$ cat config.mk
export PLATFORM = sky130hd
export DESIGN_NAME = irq_aggregator
export DESIGN_NICKNAME = d
export VERILOG_FILES = /design/src/rtl/irq_agg_pkg.sv /design/src/rtl/irq_pending_bank.sv /design/src/rtl/irq_mask_bank.sv /design/src/rtl/irq_cause_merge.sv /design/src/rtl/irq_aggregator.sv
export SDC_FILE = /design/constraint.sdc
export NUM_CORES = 1
export LEC_CHECK = 0
export CORE_MARGIN = 2
export CORE_UTILIZATION = 23
export DETAILED_ROUTE_END_ITERATION = 8
export PLACE_DENSITY = 0.81
export SYNTH_ARGS = -nofsm -noshare
export SYNTH_HDL_FRONTEND = slang
export SYNTH_SLANG_ARGS = --single-unit
$ cat constraint.sdc
create_clock -name clk -period 1.19 [get_ports clk]
set_input_delay 0.238 -clock clk [delete_from_list [all_inputs] [get_ports clk]]
set_output_delay 0.238 -clock clk [all_outputs]
set_load 0.005 [all_outputs]
$ cat src/rtl/irq_agg_pkg.sv
package irq_agg_pkg;

    localparam int NUM_SRC = 6;

    typedef enum logic [2:0] {
        SRC_SIGPROC = 3'd0,
        SRC_SERIAL  = 3'd1,
        SRC_AUDIO   = 3'd2,
        SRC_VIDEO   = 3'd3,
        SRC_PARPORT = 3'd4,
        SRC_DISPLAY = 3'd5
    } src_id_e;

    typedef logic [NUM_SRC-1:0] src_vec_t;

endpackage

$ cat src/rtl/irq_pending_bank.sv
module irq_pending_bank #(
    parameter int N = 6
) (
    input  logic         clk,
    input  logic         rst_n,
    input  logic [N-1:0] set_i,
    input  logic [N-1:0] clr_i,
    output logic [N-1:0] pend_q
);
    for (genvar g = 0; g < N; g++) begin : g_bit
        always_ff @(posedge clk or negedge rst_n) begin
            if (!rst_n)
                pend_q[g] <= 1'b0;
            else if (set_i[g])
                pend_q[g] <= 1'b1;
            else if (clr_i[g])
                pend_q[g] <= 1'b0;
        end
    end
endmodule

$ cat src/rtl/irq_mask_bank.sv
module irq_mask_bank #(
    parameter int N = 6
) (
    input  logic           clk,
    input  logic           rst_n,
    input  logic           wr_i,
    input  logic [2*N-1:0] pair_i,
    output logic [N-1:0]   mask_q
);
    for (genvar g = 0; g < N; g++) begin : g_bit
        logic up_on, up_off;
        assign up_on  = wr_i &  pair_i[2*g+1] & ~pair_i[2*g];
        assign up_off = wr_i & ~pair_i[2*g+1] &  pair_i[2*g];
        always_ff @(posedge clk or negedge rst_n) begin
            if (!rst_n)
                mask_q[g] <= 1'b0;
            else if (up_on)
                mask_q[g] <= 1'b1;
            else if (up_off)
                mask_q[g] <= 1'b0;
        end
    end
endmodule

$ cat src/rtl/irq_cause_merge.sv
module irq_cause_merge #(
    parameter int CW      = 32,
    parameter int IP_BIT  = 10,
    parameter int EXC_LSB = 2,
    parameter int EXC_MSB = 6
) (
    input  logic          irq_i,
    input  logic [CW-1:0] cause_i,
    output logic [CW-1:0] cause_o
);
    localparam logic [CW-1:0] IP_MASK  = CW'(1) << IP_BIT;
    localparam logic [CW-1:0] EXC_MASK =
        ((CW'(1) << (EXC_MSB - EXC_LSB + 1)) - CW'(1)) << EXC_LSB;

    always_comb begin
        if (irq_i)
            cause_o = (cause_i | IP_MASK) & ~EXC_MASK;
        else
            cause_o = cause_i;
    end
endmodule

$ cat src/rtl/irq_aggregator.sv
module irq_aggregator #(
    parameter int DATA_W     = 32,
    parameter int ADDR_W     = 4,
    parameter int CAUSE_W    = 32,
    parameter int MODE_ADDR  = 0,
    parameter int MASK_ADDR  = 3,
    parameter int DP_ACK_BIT = 11
) (
    input  logic                          clk,
    input  logic                          rst_n,
    input  logic [irq_agg_pkg::NUM_SRC-1:0] src_set,
    input  logic [irq_agg_pkg::NUM_SRC-1:0] src_clr,
    input  logic                          bus_wr,
    input  logic [ADDR_W-1:0]             bus_addr,
    input  logic [DATA_W-1:0]             bus_wdata,
    input  logic [DATA_W/8-1:0]           bus_be,
    input  logic [CAUSE_W-1:0]            cause_in,
    output logic [irq_agg_pkg::NUM_SRC-1:0] pend_o,
    output logic [irq_agg_pkg::NUM_SRC-1:0] mask_o,
    output logic                          irq_o,
    output logic [CAUSE_W-1:0]            cause_out
);
    import irq_agg_pkg::*;

    localparam int BE_W   = DATA_W / 8;
    localparam int PAIR_W = 2 * NUM_SRC;

    logic [DATA_W-1:0] bit_en;
    logic [DATA_W-1:0] eff_data;
    logic              wr_mode, wr_mask;
    src_vec_t          clr_all;

    for (genvar b = 0; b < BE_W; b++) begin : g_be
        assign bit_en[8*b +: 8] = {8{bus_be[b]}};
    end

    assign eff_data = bus_wdata & bit_en;
    assign wr_mode  = bus_wr && (bus_addr == ADDR_W'(MODE_ADDR));
    assign wr_mask  = bus_wr && (bus_addr == ADDR_W'(MASK_ADDR));

    always_comb begin
        clr_all = src_clr;
        if (wr_mode && eff_data[DP_ACK_BIT])
            clr_all[SRC_DISPLAY] = 1'b1;
    end

    logic unused_data;
    assign unused_data = ^eff_data[DATA_W-1:PAIR_W];

    irq_pending_bank #(.N(NUM_SRC)) u_pend (
        .clk    (clk),
        .rst_n  (rst_n),
        .set_i  (src_set),
        .clr_i  (clr_all),
        .pend_q (pend_o)
    );

    irq_mask_bank #(.N(NUM_SRC)) u_mask (
        .clk    (clk),
        .rst_n  (rst_n),
        .wr_i   (wr_mask),
        .pair_i (eff_data[PAIR_W-1:0]),
        .mask_q (mask_o)
    );

    assign irq_o = |(pend_o & mask_o);

    irq_cause_merge #(.CW(CAUSE_W)) u_cause (
        .irq_i   (irq_o),
        .cause_i (cause_in),
        .cause_o (cause_out)
    );
endmodule

==> summary.md <==
| Metric | Value |
|---|---|
| Compound-gate portion of the synthesized area | 20.8% |
| Most frequent CP cell | buf_6 |
| Area share of fa/ha/maj cells after synthesis | 0% |
| CTS Hold Bufs | 0 |
| Hold crit path type | input pin to async pin |
| Row count | 22 |
| Initial Util | 23.5% |
| Clock Path Buffers | 2 |
| EDFF count, synth | 0 |
| Violated checks | setup timing |
| DRT iter0 DRCs | 33 |
| Data required, critical path | 0.95 ns |
| Drt drc | 0 |
| Grt total ovfl | 0 |
| Largest area contributor in the netlist | dfrtp_1 |
| Total detailed-routing wirelength | 2500 µm |
| Final HPWL DP | 1980 µm |
| Power per cell area | 756 nW/µm² |
| Routed WL per cell | 12.6 µm |
| Largest net degree at the start of global routing | 13 |
| N_diodes | 0 |
| Antenna violations before repair | 0 |
| Final Hold Violating Endpoints | 0 |
| WP data arrival | 1.48 ns |
| TritonCTS Buffers | 3 |
| Chip width | 64.7 µm |
| Status | finished, violations left |
| Drt first pass iters | 4 |
| Crit Path Max Fanout | 4 |
| Final period util | 145% |
| Place WS | -0.563 ns |
| Number of global-route vias before repair | 838 |
| Worst ir drop on vdd | 0.778 mV |
| Highest clock rate | 581 MHz |
| Chip Height | 64.7 µm |
| Clock transition at path regs | 0.05 ns |
| Mapped cell area | 848 µm² |
| Critical path depth | 6 |
| CP max stage cell | dfrtp_1 |
| WP buf/inv | 3 |
| Syn nets | 179 |
| Leakage power | 0.000709 µW |
| Fillers | 362 |
| Post-synth ARST share | 100% |
| Main synth FF type | dfrtp_1 |
| Synth warnings | 0 |
| Max-slew headroom | 81.9% |
| Vias | 865 |
| I/O Buffers | 57 |
| Slew of the pin with the lowest slew margin | 0.271 ns |
| Die ar. | 4190 µm² |
| Critical Path Max Stage Delay | 0.39 ns |
| R2R setup slack | 0.15 ns |
| Synth Area per Inst | 9.22 µm² |
| Dpl cell area | 1400 µm² |
| I/O pins | 132 |
| DRT antenna net count | 0 |
| Simple-Gate Fraction of Synth Area | 15.9% |
| RSZ-0062 raised after global routing | yes |
| Synth cell types | 22 |
| Post-Synth XOR/XNOR Area | 0% |
| Core ar. | 3610 µm² |
| Top cell family by delay on the critical path | flip-flops |
| FF-to-FF path depth | 5 |
| Mux cell area share after synthesis | 0% |
| Worst skew pair latency | 0.24 ns |
| CP Capture Type | primary output |
| CTS Sinks | 12 |
| Final Slew Violations | 0 |
| Share of the synthesized area in the top cell type | 35.4% |
| Global-route wire length before repair | 3760 µm |
| Root Driver | clkbuf_8 |
| Critical Path End | cause_out[4] |
| Number of synthesized register bits | 12 |
| Vias/cell | 4.37 |
| Post-synthesis sequential area ratio | 35.4% |
| Top cells by count, synth | buf_4 (26), dfrtp_1 (12), inv_1 (11) |
| TritonCTS clock tree | done |
| Number of nets in the layout | 238 |
| Share of cells above drive strength 1 | 42.7% |
| Most frequent cell after synthesis | buf_4 |
| Min Tclk post-route | 1.72 ns |
| Total GRT Usage | 11.7% |
| Crit Path Category | flop to primary output |
| Largest cells by area after synthesis | dfrtp_1 (35%), buf_4 (23%), inv_1 (4.9%), o22a_2 (4.7%), a21o_1 (4.4%) |
| Endpoints failing setup | 10 |
| Syn-to-layout area delta | 80.4% |
| Final Skew | 0 ns |
| Critical path launch point type | flop |
| H-Tree Depth | 1 |
| R2R Path Start | u_mask.mask_q[1] |
| Crit-path cells | a22oi_2, and3_4, buf_6, buf_6, and2_4, buf_6 |
| Final WS setup | -0.531 ns |
| Main combinational cell family by area after synthesis | buffers and inverters |
| Critical path launch point | u_pend.pend_q[5] |
| Mapped Cells | 92 |
| Reg-to-reg endpoint | u_mask.mask_q[1] |
| Final GP Congestion | 0.757 |
| Maxcap violations | 0 |
| Final Instance Area | 1530 µm² |
## power breakdown
part	leakage [µW]	switching [µW]	internal (µW)
Clock	0.0000288	137	291
Sequential	0.000148	11.4	425
Combinational	0.000532	93.4	199
Total	0.000709	242	915
## what timing repair did
action,in CTS,in global routing
pin swaps,11,3
endpoints found under the setup margin,26,18
buffers inserted,6,2
gates resized for setup,86,15
## per-layer routing
| layer | wire (µm) | track usage (%) | up-vias |
|---|---|---|---|
| met3 | 238 | 2.43 | 4 |
| met4 | 55 | 5.05 | 0 |
| met2 | 1330 | 21.5 | 60 |
| li1 | - | - | 411 |
| met1 | 879 | 12.8 | 390 |
| met5 | 0 | 0 | - |
## area by class of cell
| type | instances | area [µm²] | share of cell area, % |
|---|---|---|---|
| repair buffers | 80 | 713 | 46.6 |
| multi-input cells | 43 | 360 | 23.5 |
| flip-flops and latches | 12 | 300 | 19.6 |
| well taps | 48 | 60.1 | 3.92 |
| clock buffers | 4 | 55.1 | 3.60 |
| inverters | 11 | 41.3 | 2.70 |
## sequential cells by signal, summed over array words and instances (netlist names)
register       cells
u_mask.mask_q      6
u_pend.pend_q      6
## metrics by stage
stage               cells  util (%)  setup TNS [ns]  power (µW)  hold slack (ns)
finish                198      42.4           -3.46        1160            0.293
global route          198      42.4           -3.75        1220            0.296
CTS                   196      41.2           -2.98        1160            0.290
detailed placement    187      38.9           -6.16         736            0.476
global placement      187      38.9           -5.62         734            0.476
floorplan              92         -               0         562          -0.0576
## logic make-up (layout without fill, tap and decap cells)
kind of cell	after synthesis	count (layout)
compound gates	23	23
buf+inv	37	95
flops	12	12
simple gates	20	20
## worst register-to-register path: stages, from the launching register on
cell and delay (ns):
dfrtp_1 0.40, buf_6 0.13, buf_6 0.11, inv_1 0.04
a31oi_1 0.03, o22a_2 0.22
## worst min path at each step
stage                      start          endpoint  slack, ns  depth (start not counted)
floorplan                  rst_n  u_mask.mask_q[0]      -0.06                          0
global placement    cause_in[15]     cause_out[15]       0.48                          0
detailed placement  cause_in[15]     cause_out[15]       0.48                          0
CTS                        rst_n  u_pend.pend_q[0]       0.29                          2
global route               rst_n  u_mask.mask_q[5]       0.30                          2
finish                     rst_n  u_mask.mask_q[0]       0.29                          2
## placed cells by master, fill, tap and decap left out
cell type,instances
clkdlybuf4s50_1,32
buf_4,14
buf_6,13
dfrtp_1,12
inv_1,11
buf_2,11
dlygate4sd2_1,6
a21o_1,5
and2_1,4
a31oi_1,4
nor3_2,4
o22a_2,4
clkbuf_8,4
a22oi_2,3
nand3_1,2
a41oi_1,2
a21oi_1,2
clkbuf_2,2
and3_4,1
and2_4,1
nand2b_1,1
nor3b_2,1
and3_2,1
or3b_4,1
and4bb_2,1
nor2_1,1
a31o_2,1
nand2_1,1
nand4bb_1,1
o31ai_1,1
o31ai_2,1
dlymetal6s2s_1,1
clkdlybuf4s15_2,1
Note: power is estimated with default switching activity, not from simulation.
